**src/rtl/dbs_pkg.sv**
```systemverilog
package dbs_pkg;

   typedef enum logic [4:0] {
      ST_HOLD, ST_WAKE,
      ST_PRE_A, ST_GAP_A,
      ST_EMRS, ST_GAP_B,
      ST_MRS_DLL, ST_GAP_C,
      ST_PRE_B, ST_GAP_D,
      ST_REF_A, ST_GAP_E,
      ST_REF_B, ST_GAP_F,
      ST_MRS_OP, ST_GAP_G,
      ST_READY
   } step_e;

   typedef enum logic [1:0] {OP_NOP, OP_PRE, OP_REF, OP_MRS} op_e;

   typedef struct packed {
      logic cs_n;
      logic ras_n;
      logic cas_n;
      logic we_n;
   } pins_t;

   function automatic pins_t op_pins(op_e op);
      pins_t p;
      case (op)
         OP_PRE:  p = '{cs_n: 1'b0, ras_n: 1'b0, cas_n: 1'b1, we_n: 1'b0};
         OP_REF:  p = '{cs_n: 1'b0, ras_n: 1'b0, cas_n: 1'b0, we_n: 1'b1};
         OP_MRS:  p = '{cs_n: 1'b0, ras_n: 1'b0, cas_n: 1'b0, we_n: 1'b0};
         default: p = '{cs_n: 1'b0, ras_n: 1'b1, cas_n: 1'b1, we_n: 1'b1};
      endcase
      return p;
   endfunction

endpackage

```
**src/rtl/dbs_countdown.sv**
```systemverilog
module dbs_countdown #(
   parameter int CW   = 8,
   parameter int INIT = 0
) (
   input  logic          clk,
   input  logic          rst_n,
   input  logic          load,
   input  logic [CW-1:0] load_val,
   input  logic          dec,
   output logic          zero
);
   logic [CW-1:0] cnt;

   always_ff @(posedge clk or negedge rst_n) begin
      if (!rst_n)                cnt <= CW'(INIT);
      else if (load)             cnt <= load_val;
      else if (dec && cnt != '0) cnt <= cnt - 1'b1;
   end

   assign zero = (cnt == '0);
endmodule

```
**src/rtl/dbs_lock_timer.sv**
```systemverilog
module dbs_lock_timer #(
   parameter int LOCK_CYC = 200
) (
   input  logic clk,
   input  logic rst_n,
   input  logic start,
   output logic locked
);
   localparam int LW = $clog2(LOCK_CYC + 1);

   logic [LW-1:0] cnt;
   logic          run;

   always_ff @(posedge clk or negedge rst_n) begin
      if (!rst_n) begin
         cnt    <= '0;
         run    <= 1'b0;
         locked <= 1'b0;
      end else if (start) begin
         cnt <= LW'(1);
         run <= 1'b1;
      end else if (run && !locked) begin
         cnt <= cnt + 1'b1;
         if (cnt == LW'(LOCK_CYC - 1)) begin
            locked <= 1'b1;
            run    <= 1'b0;
         end
      end
   end
endmodule

```
**src/rtl/dbs_bus_drive.sv**
```systemverilog
module dbs_bus_drive
   import dbs_pkg::*;
#(
   parameter int                ADDR_W        = 13,
   parameter int                BA_W          = 2,
   parameter logic [ADDR_W-1:0] MODE_WORD     = '0,
   parameter logic [ADDR_W-1:0] EXT_MODE_WORD = '0
) (
   input  step_e             step,
   output pins_t             pins,
   output logic [BA_W-1:0]   ba,
   output logic [ADDR_W-1:0] addr
);
   localparam logic [ADDR_W-1:0] BIT_A0  = ADDR_W'(1);
   localparam logic [ADDR_W-1:0] BIT_A8  = ADDR_W'(1) << 8;
   localparam logic [ADDR_W-1:0] BIT_A10 = ADDR_W'(1) << 10;

   always_comb begin
      pins = op_pins(OP_NOP);
      ba   = '0;
      addr = '0;
      case (step)
         ST_PRE_A, ST_PRE_B: begin
            pins = op_pins(OP_PRE);
            addr = BIT_A10;
         end
         ST_REF_A, ST_REF_B: pins = op_pins(OP_REF);
         ST_EMRS: begin
            pins = op_pins(OP_MRS);
            ba   = BA_W'(1);
            addr = EXT_MODE_WORD & ~BIT_A0;
         end
         ST_MRS_DLL: begin
            pins = op_pins(OP_MRS);
            addr = MODE_WORD | BIT_A8;
         end
         ST_MRS_OP: begin
            pins = op_pins(OP_MRS);
            addr = MODE_WORD & ~BIT_A8;
         end
         default: ;
      endcase
   end
endmodule

```
**src/rtl/ddr_boot_seq.sv**
```systemverilog
module ddr_boot_seq
   import dbs_pkg::*;
#(
   parameter int                ADDR_W        = 13,
   parameter int                BA_W          = 2,
   parameter int                CLK_MHZ       = 250,
   parameter int                STARTUP_US    = 200,
   parameter int                T_RP          = 3,
   parameter int                T_MRD         = 2,
   parameter int                T_RFC         = 18,
   parameter int                LOCK_CYC      = 200,
   parameter logic [ADDR_W-1:0] MODE_WORD     = ADDR_W'(13'h0032),
   parameter logic [ADDR_W-1:0] EXT_MODE_WORD = '0
) (
   input  logic              clk,
   input  logic              rst_n,
   input  logic              supply_ok,
   output logic              cke,
   output logic              cs_n,
   output logic              ras_n,
   output logic              cas_n,
   output logic              we_n,
   output logic [BA_W-1:0]   ba,
   output logic [ADDR_W-1:0] addr,
   output logic              init_done,
   output logic              dll_locked
);
   localparam int WAIT_CYC = CLK_MHZ * STARTUP_US;
   localparam int GAP_MAX  = (T_RFC > T_RP) ? ((T_RFC > T_MRD) ? T_RFC : T_MRD)
                                            : ((T_RP > T_MRD) ? T_RP : T_MRD);
   localparam int SPAN_MAX = (WAIT_CYC > GAP_MAX) ? WAIT_CYC : GAP_MAX;
   localparam int CW       = $clog2(SPAN_MAX + 1);

   localparam logic [CW-1:0] LD_WAIT = CW'(WAIT_CYC - 1);
   localparam logic [CW-1:0] LD_RP   = CW'(T_RP - 2);
   localparam logic [CW-1:0] LD_MRD  = CW'(T_MRD - 2);
   localparam logic [CW-1:0] LD_RFC  = CW'(T_RFC - 2);

   generate
      if (ADDR_W < 11)
         $error("ddr_boot_seq: ADDR_W must reach the A10 bit");
      if (BA_W < 1)
         $error("ddr_boot_seq: BA_W must be at least 1");
      if (WAIT_CYC < 2)
         $error("ddr_boot_seq: start-up wait must be at least 2 cycles");
      if (T_RP < 2 || T_MRD < 2 || T_RFC < 2)
         $error("ddr_boot_seq: command spacings must be at least 2 cycles");
      if (LOCK_CYC < 2)
         $error("ddr_boot_seq: LOCK_CYC must be at least 2");
   endgenerate

   step_e         st, st_nxt;
   logic          cnt_load, cnt_dec, cnt_zero;
   logic [CW-1:0] cnt_val;
   pins_t         pins;

   always_ff @(posedge clk or negedge rst_n) begin
      if (!rst_n) st <= ST_HOLD;
      else        st <= st_nxt;
   end

   always_comb begin
      st_nxt   = st;
      cnt_load = 1'b0;
      cnt_val  = '0;
      cnt_dec  = 1'b0;
      case (st)
         ST_HOLD: begin
            if (!supply_ok) begin
               cnt_load = 1'b1;
               cnt_val  = LD_WAIT;
            end else if (cnt_zero) begin
               st_nxt = ST_WAKE;
            end else begin
               cnt_dec = 1'b1;
            end
         end
         ST_WAKE:    st_nxt = ST_PRE_A;
         ST_PRE_A:   begin st_nxt = ST_GAP_A; cnt_load = 1'b1; cnt_val = LD_RP;  end
         ST_EMRS:    begin st_nxt = ST_GAP_B; cnt_load = 1'b1; cnt_val = LD_MRD; end
         ST_MRS_DLL: begin st_nxt = ST_GAP_C; cnt_load = 1'b1; cnt_val = LD_MRD; end
         ST_PRE_B:   begin st_nxt = ST_GAP_D; cnt_load = 1'b1; cnt_val = LD_RP;  end
         ST_REF_A:   begin st_nxt = ST_GAP_E; cnt_load = 1'b1; cnt_val = LD_RFC; end
         ST_REF_B:   begin st_nxt = ST_GAP_F; cnt_load = 1'b1; cnt_val = LD_RFC; end
         ST_MRS_OP:  begin st_nxt = ST_GAP_G; cnt_load = 1'b1; cnt_val = LD_MRD; end
         ST_GAP_A:   if (cnt_zero) st_nxt = ST_EMRS;    else cnt_dec = 1'b1;
         ST_GAP_B:   if (cnt_zero) st_nxt = ST_MRS_DLL; else cnt_dec = 1'b1;
         ST_GAP_C:   if (cnt_zero) st_nxt = ST_PRE_B;   else cnt_dec = 1'b1;
         ST_GAP_D:   if (cnt_zero) st_nxt = ST_REF_A;   else cnt_dec = 1'b1;
         ST_GAP_E:   if (cnt_zero) st_nxt = ST_REF_B;   else cnt_dec = 1'b1;
         ST_GAP_F:   if (cnt_zero) st_nxt = ST_MRS_OP;  else cnt_dec = 1'b1;
         ST_GAP_G:   if (cnt_zero) st_nxt = ST_READY;   else cnt_dec = 1'b1;
         default:    st_nxt = ST_READY;
      endcase
   end

   dbs_countdown #(.CW(CW), .INIT(WAIT_CYC - 1)) u_span (
      .clk      (clk),
      .rst_n    (rst_n),
      .load     (cnt_load),
      .load_val (cnt_val),
      .dec      (cnt_dec),
      .zero     (cnt_zero)
   );

   dbs_lock_timer #(.LOCK_CYC(LOCK_CYC)) u_lock (
      .clk    (clk),
      .rst_n  (rst_n),
      .start  (st == ST_MRS_DLL),
      .locked (dll_locked)
   );

   dbs_bus_drive #(
      .ADDR_W        (ADDR_W),
      .BA_W          (BA_W),
      .MODE_WORD     (MODE_WORD),
      .EXT_MODE_WORD (EXT_MODE_WORD)
   ) u_drive (
      .step (st),
      .pins (pins),
      .ba   (ba),
      .addr (addr)
   );

   assign cs_n      = pins.cs_n;
   assign ras_n     = pins.ras_n;
   assign cas_n     = pins.cas_n;
   assign we_n      = pins.we_n;
   assign cke       = (st != ST_HOLD);
   assign init_done = (st == ST_READY);
endmodule

```
**config.mk**
```make
export PLATFORM = sky130hd
export DESIGN_NAME = ddr_boot_seq
export DESIGN_NICKNAME = d
export VERILOG_FILES = /design/src/rtl/dbs_pkg.sv /design/src/rtl/dbs_countdown.sv /design/src/rtl/dbs_lock_timer.sv /design/src/rtl/dbs_bus_drive.sv /design/src/rtl/ddr_boot_seq.sv
export SDC_FILE = /design/constraint.sdc
export NUM_CORES = 1
export LEC_CHECK = 0
export ABC_AREA = 0
export BUFFER_PORTS_ARGS = -buffer_cell sky130_fd_sc_hd__buf_2
export CAP_MARGIN = 20
export CORE_MARGIN = 8
export CORE_UTILIZATION = 60
export CTS_CLUSTER_SIZE = 28
export DETAILED_ROUTE_END_ITERATION = 12
export HOLD_SLACK_MARGIN = 0.06
export PLACE_DENSITY = 0.95
export SLEW_MARGIN = 20
export SYNTH_ARGS = -nofsm -noshare
export SYNTH_HDL_FRONTEND = slang
export SYNTH_SLANG_ARGS = --single-unit
```
**constraint.sdc**
```tcl
create_clock -name clk -period 5.5 [get_ports clk]
set_input_delay 0.55 -clock clk [delete_from_list [all_inputs] [get_ports clk]]
set_output_delay 0.55 -clock clk [all_outputs]
set_load 0.05 [all_outputs]
```
Yosys cells after proc, flatten, opt, wreduce, memory -nomap -nowiden
Index checks and enable logic that the tools add are counted.

Flip-flop bits (word level): 31. Output and inout port bits: 22. Word-level logic and storage cells: 79.

Add/sub/neg operators: 2. Equality and inequality tests: 26. Muxes and demuxes: 27. Bitwise gates (word level): 1. Reduce and logical (&&, ||, !) cells: 18.

Operator list (number): 5-bit one-hot mux with 16 select lines (1); 16-bit 2-to-1 mux (3); 16-bit one-hot mux with 3 select lines (1); 5-bit 2-to-1 mux (9); 5-bit by 4-bit equality test with 1-bit output, second input constant (8); 11-bit one-hot mux with 3 select lines (1); 5-bit by 3-bit equality test with 1-bit output, second input constant (4); 2-bit inequality test, second input constant (9); 16-bit logical NOT (1); 8-bit 2-to-1 mux (2); 16-bit nonzero test (1); 16-bit by 1-bit subtractor with 16-bit output, second input constant (1); 7-bit OR reduction (2); 5-bit by 2-bit equality test with 1-bit output, second input constant (2); 3-bit one-hot mux with 3 select lines (1); 9-bit AND reduction (1); 8-bit by 1-bit adder with 8-bit output, second input constant (1); 8-bit equality test, second input constant (1); 1-bit 2-to-1 mux (7); 2-bit nonzero test (3); 5-bit by 1-bit equality test with 1-bit output, second input constant (1); 5-bit equality test, second input constant (1); 5-bit logical NOT (1); 5-bit nonzero test (1); other kinds (8) (11).

Depth between registers and ports, before layout
Depth in word-level cells: 7. Depth in mapped cells: 8. Gate-level depth less buffers: 7.

Cells and area by module
A second synthesis with hierarchy kept.

Cell total of the unflattened synthesis: 247. Area total of the unflattened synthesis: 2192.1 µm².

Modules (own cells, without submodules): dbs_countdown (instances 1, cells an instance 124, area an instance 1074.8 µm², seq. area each 411.6 µm²); dbs_lock_timer (instances 1, cells an instance 51, area an instance 516.7 µm², seq. area each 250.2 µm²); ddr_boot_seq (instances 1, cells an instance 43, area an instance 397.9 µm², seq. area each 125.1 µm²); dbs_bus_drive (instances 1, cells an instance 29, area an instance 202.7 µm², seq. area each 0.0 µm²).

Least setup slack after synthesis
OpenSTA, ideal clock, no wires.

Path kind: reg2out. Start point: register st[4]. End point: output addr[4]. Data arrival time: 1.966 ns. Slack: 2.984 ns. Cell stages (with the launch flop): 6. Buffers on the path: 3. Cell sequence: dfrtp_1 clkbuf_1 or2_0 clkbuf_1 nor2_1 buf_4.

Cells in the longest elaborated chain, start to end: 3. Elaborated cells on any way between the ends: 6.

RTL lines: from (decl) (line ddr_boot_seq.sv:52) `step_e st, st_nxt;`; from (signal assigned) (line ddr_boot_seq.sv:59) `else st <= st_nxt;`; 5-bit by 2-bit equality test with 1-bit output / 5-bit by 4-bit equality test with 1-bit output (equally long branches) (line dbs_bus_drive.sv:22) `case (step)`; 2-bit OR reduction (no source line); 11-bit one-hot mux with 3 select lines * (line dbs_bus_drive.sv:22); to (decl) (line ddr_boot_seq.sv:24) `output logic [ADDR_W-1:0] addr,`.

Mark *: on every way between the ends. The rest lies on a longest branch, timed or not.

Worst setup path in the final report
Start point: register st[4]. End point: output ras_n.

Cells in the longest elaborated chain, start to end: 3. Elaborated cells on any way between the ends: 11.

RTL lines: 5-bit by 3-bit equality test with 1-bit output, or another cell as far along (line dbs_bus_drive.sv:22); 3-bit OR reduction (no source line) / 2-bit OR reduction (equally long branches); 3-bit one-hot mux with 3 select lines * (line dbs_bus_drive.sv:22); to (decl) (line ddr_boot_seq.sv:20) `output logic ras_n,`.

Marked as above.

==> summary.md <==
| Metric | Value |
|---|---|
| Status | completed |
| Leakage | between 0.8 and 0.9 nW |
| # IOs | 25 |
| Ant diodes | 0 |
| Gr usage total | between 10% and 20% |
| Mapped Cells | slightly above 200 |
| Post-Synth XOR/XNOR Area | under 10% |
| Vias per inst | approximately 6 |
| Layout net count | between 200 and 250 |
| Max Clock Freq | about 380 MHz |
| Part of the power in registers | 58.7% |
| CP arrival | approximately 2.1 ns |
| Final worst-path cycle share | 48.3% |
| Flop and latch count out of synthesis | 31 |
| Fraction of layout cells with a size suffix above 1 | between 10% and 20% |
| Fin cells | roughly 250 |
| Hpwl dp | 2.83 mm |
| Vias in the first global route | about 1500 |
| Final Hold Fails | 0 |
| Starting Density | between 60% and 70% |
| Sw frac | about a quarter |
| Antenna Violating Nets Remaining | 0 |
| GP Congestion | 0.952 |
| P&R area growth vs syn | 5.09% |
| First-pass GRT wire length | 6.68 mm |
| Root buf cell | clkbuf_4 |
| Clock tree buffer depth | 2 |
| Clock power frac | between 30% and 40% |
| Crit-path max FO | 12 |
| Iter 0 DRT Violations | about 70 |
| Synth Area in Simple Gates | between 20% and 30% |
| Area of the die | 0.00515 mm² |
| Slew Limit Fails | 0 |
| Initial antenna violation count | 0 |
| CP Capture Type | output port |
| Wire length per cell | about 15 µm |
| First-pass detailed-route iteration total | 4 |
| Synth Area in Compound Gates | between 10% and 20% |
| Internal power | slightly below 300 µW |
| Adder-Cell Fraction of Synth Area | ~2.0% |
| Asr flop ratio synth | 100% |
| CP Cell Sequence | or2_0 > nor2_1 > inv_1 > buf_2 |
| Grt total ovfl | 0 |
| Unrepaired setup endpoints after global routing | no |
| Mux cell area share after synthesis | 1.74% |
| Top area cells in the synthesized netlist | dfrtp_1 29%, dfstp_2 13%, buf_4 4.8% |
| Number of CTS-inserted buffers | 5 |
| Worst Hold Class | in -> async |
| Crit path time final | roughly 2.7 ns |
| Largest family of logic cells by synthesized area | simple AND/OR/NAND/NOR gates |
| Syn avg cell area | 9.02 µm² |
| Clk Latency, worst-skew pair | about 0.34 ns |
| Post-route DRC | 0 |
| CP max stage cell | dfrtp_1 |
| Final setup fails | 0 |
| Comb pwr share | under 10% |
| Syn Std Cell Area | 0.00187 mm² |
| EDFF count, synth | 0 |
| TritonCTS clock tree | built |
| # hold bufs at CTS | 0 |
| MaxCap Viol Count | 0 |
| Num rows | 20 |
| Slew @ Worst Pin | between 0.9 and 1 ns |
| Core Region | roughly 0.0030 mm² |
| WS Path Type | reg -> out |
| Fin Clk Skew | around 0.011 ns |
| CTS H-tree lvls | 2 |
| Largest area contributor in the netlist | dfrtp_1 |
| Yosys top cell area share | between 20% and 30% |
| CP max stage delay | about 0.50 ns |
| Die H | between 70 and 80 µm |
| Ys Warns | 0 |
| Post-synthesis sequential area ratio | between 40% and 50% |
| Post_cts resized | 0 |
| Setup Buffers After CTS | 0 |
| Rel. slew slack | 39.4% |
| Clock transition at path regs | 0.10 ns |
| Setup TNS after final layout | 0 ns |
| Main synth FF type | dfrtp_1 |
| Placed Cells | ~250 |
| Vias post-DR | 1527 |
| CP required | approximately 5 ns |
| Cell variety after synth | 48 |
| Post-Route WL | about 3.9 mm |
| Clock sink total | 31 |
| Largest net degree at the start of global routing | 32 |
| Net switching power | 97.8 µW |
| Maximum VDD drop | between 0.15 and 0.2 mV |
| Chip Width | a little over 70 µm |
| IO Port Bufs | 14 |
| PwrDens | ~200 mW/mm² |
| Nature of the critical path startpoint | flip-flop |
## registers in the layout, summed over array words and instances, names as in the netlist
name           flops
u_span.cnt        16
u_lock.cnt         8
st                 5
u_lock.locked      1
u_lock.run         1
## layout make-up
cell class	instances	area (µm²)
sequential	31	787
clock inverter	1	5.00
tap	33	41.3
inverter	6	22.5
clock buffer	7	55.1
timing repair buffer	15	77.6
fill	224	1040
multi-input combinational	160	973
## critical path: cells and delay by family, from the launching register on
kind | cells | cell delay (ns)
buffers and inverters | 2 | 0.43
flip-flops | 1 | 0.50
AND/OR/NAND/NOR | 2 | 0.84
## final timing paths
check | from | end | slack, ns | depth (start not counted)
setup / recovery | st[4] | ras_n | 2.85 | 4
hold / removal | rst_n | u_lock.cnt[2] | 0.23 | 1
setup reg to reg | st[3] | u_span.cnt[12] | 3.25 | 5
min in group clk | u_lock.run | u_lock.run | 0.50 | 1
hold reg to reg | u_lock.run | u_lock.run | 0.50 | 1
max in group asynchronous | rst_n | u_span.cnt[12] | 4.85 | 1
## through the flow
step / utilization, % / total power, mW / area (µm²) / worst slack [ns] / hold WS, ns
after floorplan: - / 0.253 / 1900 / 2.98 / 0.254
after global placement: 63.3 / 0.253 / 1900 / 3.27 / 0.468
after detailed placement: 63.3 / 0.253 / 1900 / 3.25 / 0.488
after CTS: 65.3 / 0.393 / 1960 / 2.86 / 0.237
after global routing: 65.3 / 0.401 / 1960 / 2.76 / 0.288
final: 65.3 / 0.389 / 1960 / 2.85 / 0.228
## routing by layer
layer / vias up / track usage (%) / routed length, µm
met3: 6 / 5.02 / 208
li1: 737 / - / -
met2: 50 / 26.4 / 1930
met5: - / 0 / 0
met4: 0 / 8.62 / 74
met1: 734 / 18.7 / 1650
## synth_stat cells (5+ instances only)
master / number
dfrtp_1: 22
o21ai_0: 11
inv_1: 6
clkbuf_1: 5
and3_1: 6
nor3_1: 7
nand2b_1: 5
nand3_1: 9
nor2_1: 23
buf_4: 12
xor2_1: 10
a21oi_1: 13
nand2_1: 14
dfstp_2: 9
## cells in the final DEF (no fill, tap or decap), types with 2 or more instances in the layout
cell type / netlist / layout
and4_1: 2 / 2
a21o_1: 2 / 2
a21oi_1: 13 / 13
o31a_1: 2 / 2
nor3_1: 7 / 7
ha_1: 3 / 3
o21ai_0: 11 / 11
dfstp_2: 9 / 9
xor2_1: 10 / 10
nand2b_1: 5 / 5
o211ai_1: 4 / 4
nand2_1: 14 / 14
nor3b_1: 2 / 2
inv_1: 6 / 6
nand3_1: 9 / 9
nor2_1: 23 / 23
o31ai_1: 3 / 3
dfrtp_1: 22 / 22
and3_1: 6 / 6
xnor2_1: 4 / 4
conb_1: 1 / 10
or3_1: 4 / 4
nor4_1: 3 / 3
buf_2: 1 / 14
clkbuf_4: 0 / 5
nand4_1: 3 / 3
## power groups by stage
stage	Sequential (mW)	Combinational, mW	Clock, mW
final	0.228	0.0206	0.140
after global routing	0.228	0.0226	0.150
after CTS	0.228	0.0207	0.144
after detailed placement	0.232	0.0207	0
after global placement	0.232	0.0207	0
after floorplan	0.232	0.0209	0
## kinds of logic (layout without fill, tap and decap cells)
group	after synthesis	after routing
XOR/XNOR	14	14
flip-flops	31	31
AND/OR/NAND/NOR	89	89
buffers and inverters	25	29
multiplexers	2	2
other	1	10
AO/OA/AOI/OAI	42	42
adder cells (fa/ha/maj)	3	3
No activity file was read; power rests on OpenSTA's default activity.
